<file path="src/rtl/be_burst_check.sv">
module be_burst_check #(
  parameter int LEN_W = 8
) (
  input  logic             clk,
  input  logic             rst_n,
  input  logic             clr,
  input  logic             in_valid,
  input  logic             in_sop,
  input  logic [LEN_W-1:0] in_len,
  input  logic [3:0]       in_be,
  output logic             beat_ok,
  output logic             err_flag,
  output logic [LEN_W-1:0] err_beat
);

  logic [LEN_W-1:0] rem_q, idx_q;
  logic [LEN_W-1:0] cur_idx;
  logic is_single, is_first, is_mid, is_last;
  logic ok_single, ok_first, ok_mid, ok_last, legal;

  assign is_single = in_sop && (in_len == LEN_W'(1));
  assign is_first  = in_sop && (in_len > LEN_W'(1));
  assign is_mid    = !in_sop && (rem_q > LEN_W'(1));
  assign is_last   = !in_sop && (rem_q == LEN_W'(1));

  assign ok_single = (in_be == 4'b1111) || (in_be == 4'b0011) || (in_be == 4'b1100) ||
                     (in_be == 4'b0001) || (in_be == 4'b0010) || (in_be == 4'b0100) ||
                     (in_be == 4'b1000);
  assign ok_first  = (in_be == 4'b1111) || (in_be == 4'b1100) || (in_be == 4'b1000);
  assign ok_mid    = (in_be == 4'b1111);
  assign ok_last   = (in_be == 4'b1111) || (in_be == 4'b0011) || (in_be == 4'b0001);

  assign legal = (is_single && ok_single) || (is_first && ok_first) ||
                 (is_mid && ok_mid) || (is_last && ok_last);

  assign beat_ok = in_valid && legal;
  assign cur_idx = in_sop ? '0 : idx_q;

  always_ff @(posedge clk or negedge rst_n) begin
    if (!rst_n) begin
      rem_q <= '0;
      idx_q <= '0;
    end else if (in_valid) begin
      if (in_sop) begin
        rem_q <= (in_len == '0) ? '0 : in_len - LEN_W'(1);
        idx_q <= LEN_W'(1);
      end else begin
        rem_q <= (rem_q == '0) ? '0 : rem_q - LEN_W'(1);
        idx_q <= idx_q + LEN_W'(1);
      end
    end
  end

  always_ff @(posedge clk or negedge rst_n) begin
    if (!rst_n) begin
      err_flag <= 1'b0;
      err_beat <= '0;
    end else if (clr) begin
      err_flag <= 1'b0;
      err_beat <= '0;
    end else if (in_valid && !legal && !err_flag) begin
      err_flag <= 1'b1;
      err_beat <= cur_idx;
    end
  end

  p_zero_be_r5: assert property (@(posedge clk) disable iff (!rst_n)
    (in_valid && in_be == 4'b0000) |-> !beat_ok);

  p_idle_low_r8: assert property (@(posedge clk) disable iff (!rst_n)
    !in_valid |-> !beat_ok);

  p_sticky_r9: assert property (@(posedge clk) disable iff (!rst_n)
    (err_flag && !clr) |=> (err_flag && $stable(err_beat)));

  p_catch_r9: assert property (@(posedge clk) disable iff (!rst_n)
    (in_valid && !beat_ok && !clr) |=> err_flag);

  p_clear_r10: assert property (@(posedge clk) disable iff (!rst_n)
    clr |=> (!err_flag && err_beat == '0));

  p_zero_len_r7: assert property (@(posedge clk) disable iff (!rst_n)
    (in_valid && in_sop && in_len == '0) |-> !beat_ok);

endmodule

</file>
<file path="config.mk">
export PLATFORM = sky130hd
export DESIGN_NAME = be_burst_check
export DESIGN_NICKNAME = d
export VERILOG_FILES = /design/src/rtl/be_burst_check.sv
export SDC_FILE = /design/constraint.sdc
export NUM_CORES = 1
export LEC_CHECK = 0
export ABC_AREA = 1
export BUFFER_PORTS_ARGS = -buffer_cell sky130_fd_sc_hd__buf_2
export CAP_MARGIN = 20
export CORE_ASPECT_RATIO = 0.8
export CORE_MARGIN = 1
export CORE_UTILIZATION = 60
export DETAILED_ROUTE_END_ITERATION = 8
export PLACE_DENSITY = 0.87
export REMOVE_ABC_BUFFERS = 1
export SLEW_MARGIN = 20
export SYNTH_ARGS = -nofsm -noshare
export SYNTH_HDL_FRONTEND = slang
export SYNTH_SLANG_ARGS = --single-unit
export TNS_END_PERCENT = 20
</file>
<file path="constraint.sdc">
create_clock -name clk -period 4.58 [get_ports clk]
set_input_delay 0.458 -clock clk [delete_from_list [all_inputs] [get_ports clk]]
set_output_delay 0.458 -clock clk [all_outputs]
set_load 0.02 [all_outputs]
</file>
# After elaboration in Yosys (flattened, before gate mapping)
# Index checks and enable logic that the tools add are counted.
classes:
  n_addsub: 3
  reduce_logical: 29
  eq_ne: 9
  mux: 9
  order_cmp: 2
op_table:
  columns: ["cell", "count"]
  rows:
  - ["8-bit two-way mux", 7]
  - ["8-bit by 1-bit == test with 1-bit output (second input constant)", 2]
  - ["8-bit by 1-bit greater-than comparator with 1-bit output (second input constant)", 2]
  - ["8-bit zero test", 2]
  - ["8-bit by 1-bit subtractor with 8-bit output (second input constant)", 2]
  - ["4-bit == test (second input constant)", 3]
  - ["1-bit logical OR", 12]
  - ["1-bit logical AND", 11]
  - ["8-bit by 1-bit adder with 8-bit output (second input constant)", 1]
  - ["4-bit by 2-bit == test with 1-bit output (second input constant)", 2]
  - ["4-bit by 1-bit == test with 1-bit output (second input constant)", 1]
  - ["4-bit by 3-bit == test with 1-bit output (second input constant)", 1]
  - ["1-bit zero test", 3]
  - ["1-bit two-way mux", 2]
  - ["2-bit nonzero test", 1]
word_totals:
  elab_cells: 56
  out_inout_bits: 10
  input_bits: 17
  reg_bits: 25

# Depth between registers and ports, before layout
logic_depth:
  word_depth: 16
  mapped_depth: 12
  mapped_depth_nobuf: 12

# Least setup slack after synthesis
# Ideal clock, no wire load.
synth_path:
  path_kind: "input port to output port"
  startpoint: "input in_len[0]"
  endpoint: "output beat_ok"
  slack_ns: 2.637
  arrival_time_ns: 1.485
  cell_stages: 7
  required_time_ns: 4.122
  n_path_buf: 0
  cell_sequence: "inv_1 -> ha_1 -> nand3b_1 -> o21ai_1 -> a21oi_2 -> nand2_4 -> nor2_1"
synth_between:
  elab_chain_cells: 7
  word_cells_on_any_way: 10
  classes_between: "1 x order compare; 1 x eq/ne; 8 x reduce/logical"
synth_lines:
  columns: ["element", "line_no", "text"]
  rows:
  - ["start: declaration", "9", "input logic [LEN_W-1:0] in_len,"]
  - ["8-bit by 1-bit greater-than comparator with 1-bit output / 8-bit by 1-bit == test with 1-bit output (equally long branches)", "22, 21", null]
  - ["1-bit logical AND (on tied branches)", "22, 21", null]
  - ["1-bit logical AND", "33", "assign legal = (is_single && ok_single) || (is_first && ok_first) ||"]
  - ["1-bit logical OR * (2 in a row)", "33", null]
  - ["1-bit logical OR *", "34", "(is_mid && ok_mid) || (is_last && ok_last);"]
  - ["1-bit logical AND *", "36", "assign beat_ok = in_valid && legal;"]
  - ["end: declaration", "11", "output logic beat_ok,"]
# Mark *: on every way between the ends. The rest lies on a longest branch, timed or not.

# Final worst setup path
layout_path:
  startpoint: "register rem_q[1]"
  endpoint: "output beat_ok"
layout_between:
  elab_chain_cells: 6
  word_cells_on_any_way: 9
  classes_between: "1 x order compare; 1 x eq/ne; 7 x reduce/logical"
layout_lines:
  columns: ["element", "line_no", "text"]
  rows:
  - ["start: declaration", "16", "logic [LEN_W-1:0] rem_q, idx_q;"]
  - ["start signal: assignment", "45", "rem_q <= (in_len == '0) ? '0 : in_len - LEN_W'(1);"]
  - ["start signal: assignment", "48", "rem_q <= (rem_q == '0) ? '0 : rem_q - LEN_W'(1);"]
  - ["8-bit by 1-bit greater-than comparator with 1-bit output", "23", "assign is_mid = !in_sop && (rem_q > LEN_W'(1));"]
  - ["1-bit logical AND", "23", null]
  - ["1-bit logical AND", "34", null]
  - ["1-bit logical OR", "33", null]
  - ["1-bit logical OR *", "34", null]
  - ["1-bit logical AND *", "36", null]
# Marked as above.

==> flow_summary.toml <==
[logic_synthesis]
synth_enable_flop_cells = 0
synth.most_common_cell = "nand2_1"
yosys-top-cells-count = "nand2_1 (45), nor2_1 (28), dfrtp_1 (25)"
synth_top_cell_area_share_pct = 36.8
yosys.cell_types.count = 30
synth_top_area_cell = "dfrtp_1"
synth_top_family_by_area = "simple AND/OR/NAND/NOR gates"
yosys-top-cells-area = "dfrtp_1 (37%), nand2_1 (9.9%), nor2_1 (6.2%)"
synth_mux_area_share_pct = 0
synthAdderAreaFrac_pct = 5.15
synth.avg_cell_area_um2 = 7.72
ys_seq_area_share_pct = 36.8
ys_ff_latch = 25
synth_compound_area_share_pct = 9.79
synth-xor-area-share_pct = 4.12
postSynth.asyncResetShare_pct = 100
synthSimpleGateAreaFrac_pct = 36.7
ys.flop_type = "dfrtp_1"
syn_area_um2 = 1700
syn_inst = 220
yosys_warnings = 0

[sta]
period_needed_ns = 2.33
fmax_mhz = 429
finClkSkew_ns = 0.0108
timing.final.crit_share_pct = 51.0
setup_viol = 0
finalHoldViolCount = 0
fin_setup_tns_ns = 0
maxSlewViolCount = 0
slew_headroom_pct = 63.3
worst_slew_pin_slew_ns = 0.547
hold_slack_ns = 0.0941
rsz0062_at_grt = "no"

[worst_setup_path]
critPathMaxFanout = 10
worstSetupEndpointType = "output pin"
rr_endpoint = "err_beat[4]"
critPathKind = "flop to output pin"
worstSetupStartpointType = "flop"
r2r_start = "rem_q[0]"
crit_arrival_ns = 1.88
cp.required_ns = 4.12
r2r_cells = 8
r2r_slack_ns = 2.93

[cts]
clock_sinks = 25
ctsHoldBuffers = 0
cts_resized = 0
numCtsBuffers = 3
clock_latency_ns = 0.32
post_cts_buffers = 0
tritoncts = "built"
clk_pin_slew_worst_paths_ns = 0.14
clk_path_buf_depth = 2
h-tree-depth = 1
root_buffer = "clkbuf_4"

[routing]
first_iter_violations = 111
wirelength_mm = 3.39
via_per_inst = 5.29
vias = 1492
routedWlPerCell_um = 12.0
drc = 0
ant_nets = 0
drt_first_pass_iters = 4

[pwr]
finalPower_mw = 0.503
powerDensity_nw_per_um2 = 268
vdd_drop_max_mv = 0.205
power.leakage_nw = 0.947

[global_route]
grt_pass1_wl_mm = 5.95
grt_max_degree = 26
grt_util_all_layers_pct = 25.9
grt_overflow = 0
antenna_found_initial = 0
grt_pass1_vias = 1358

[status]
status = "finished, final reports clean"

[finish]
area_growth_pct = 10.5
utilization_pct = 73.3
drive_gt1_share_pct = 23.6
antenna_cells = 0
finalNetCount = 271
instances_no_fill = 282

[placed_design]
port-buffer-count = 26
placed_cells = 278
post-dp-hpwl_mm = 2.67
gp_congestion = 0.853

[worst_hold_path]
min_path_type = "input port to asynchronous set/reset pin"

[die]
die_w_um = 61.5
core-area_um2 = 2560
die_h_um = 49.6
rows = 16
io_pins = 27
die-area_um2 = 3050
floorplan.initialDensity_pct = 66.3

[job]
cap_violations = 0
==> power breakdown <==
group | total [mW] | internal (mW) | switching, mW
registers | 0.262 | 0.240 | 0.0225
logic | 0.143 | 0.0520 | 0.0908
clock network | 0.0975 | 0.0327 | 0.0648
total | 0.503 | 0.325 | 0.178
==> cells by family (layout without fill, tap and decap cells) <==
group / count (synthesis) / in the layout
xor gates and xnor gates: 8 / 8
adders and majority gates: 7 / 7
DFF: 25 / 25
AOI/OAI and AO/OA: 29 / 29
and+or+nand+nor: 120 / 120
buffers and inverters: 31 / 57
==> state kept, by name (all words and copies together), names as in the netlist <==
signal,count
idx_q,8
err_flag,1
err_beat,8
rem_q,8
==> routing by layer <==
metal	global-route usage, %	part of all wire (%)
met1	38.2	51
met2	39.4	43
met3	5.51	6.0
met4	4.44	0.30
met5	0	0
==> per-stage QoR <==
step	cell area, um2	setup WS (ns)
global placement	1850	2.47
finish	1880	2.25
detailed placement	1850	2.44
CTS	1880	2.25
global route	1880	2.10
floorplan	1680	2.64
==> worst max-delay path by stage <==
stage              end  depth (start not counted)      start  slack (ns)
3_3_place_gp   beat_ok                          9  in_len[0]        2.47
3_5_place_dp   beat_ok                          9  in_len[0]        2.44
2_1_floorplan  beat_ok                          7  in_len[0]        2.64
5_1_grt        beat_ok                         11   rem_q[1]        2.10
6_report       beat_ok                         11   rem_q[1]        2.25
4_1_cts        beat_ok                         11   rem_q[1]        2.25
==> critical path, cell delays in order, from the launching register on <==
cell and delay, ns:
dfrtp_1 0.38, inv_1 0.13, ha_1 0.21, nand2_1 0.06
inv_1 0.04, nand3_1 0.05, o21ai_1 0.12, nand2_1 0.07
nand2_2 0.07, nand2_4 0.10, nor2_1 0.13, buf_2 0.18
==> area by class of cell <==
class | count | area, um2
tap | 36 | 45.0
sequential | 25 | 626
multi-input combinational | 164 | 948
inverter | 27 | 101
fill | 228 | 684
timing repair buffer | 26 | 130
clock inverter | 1 | 5.00
clock buffer | 3 | 22.5
==> cell usage in the layout (no fill, tap or decap), drive strengths merged <==
master | synthesis | routed
o22ai | 5 | 5
xor2 | 5 | 5
nand4 | 12 | 12
xnor2 | 3 | 3
a21oi | 6 | 6
clkbuf | 1 | 3
nand3 | 19 | 19
inv | 26 | 26
buf | 3 | 26
ha | 7 | 7
o21ai | 18 | 18
nor2 | 32 | 32
clkinv | 1 | 2
nor3 | 5 | 5
or2 | 1 | 1
dfrtp | 25 | 25
nand3b | 2 | 2
nand2 | 49 | 49
No activity file was read; power rests on OpenSTA's default activity.
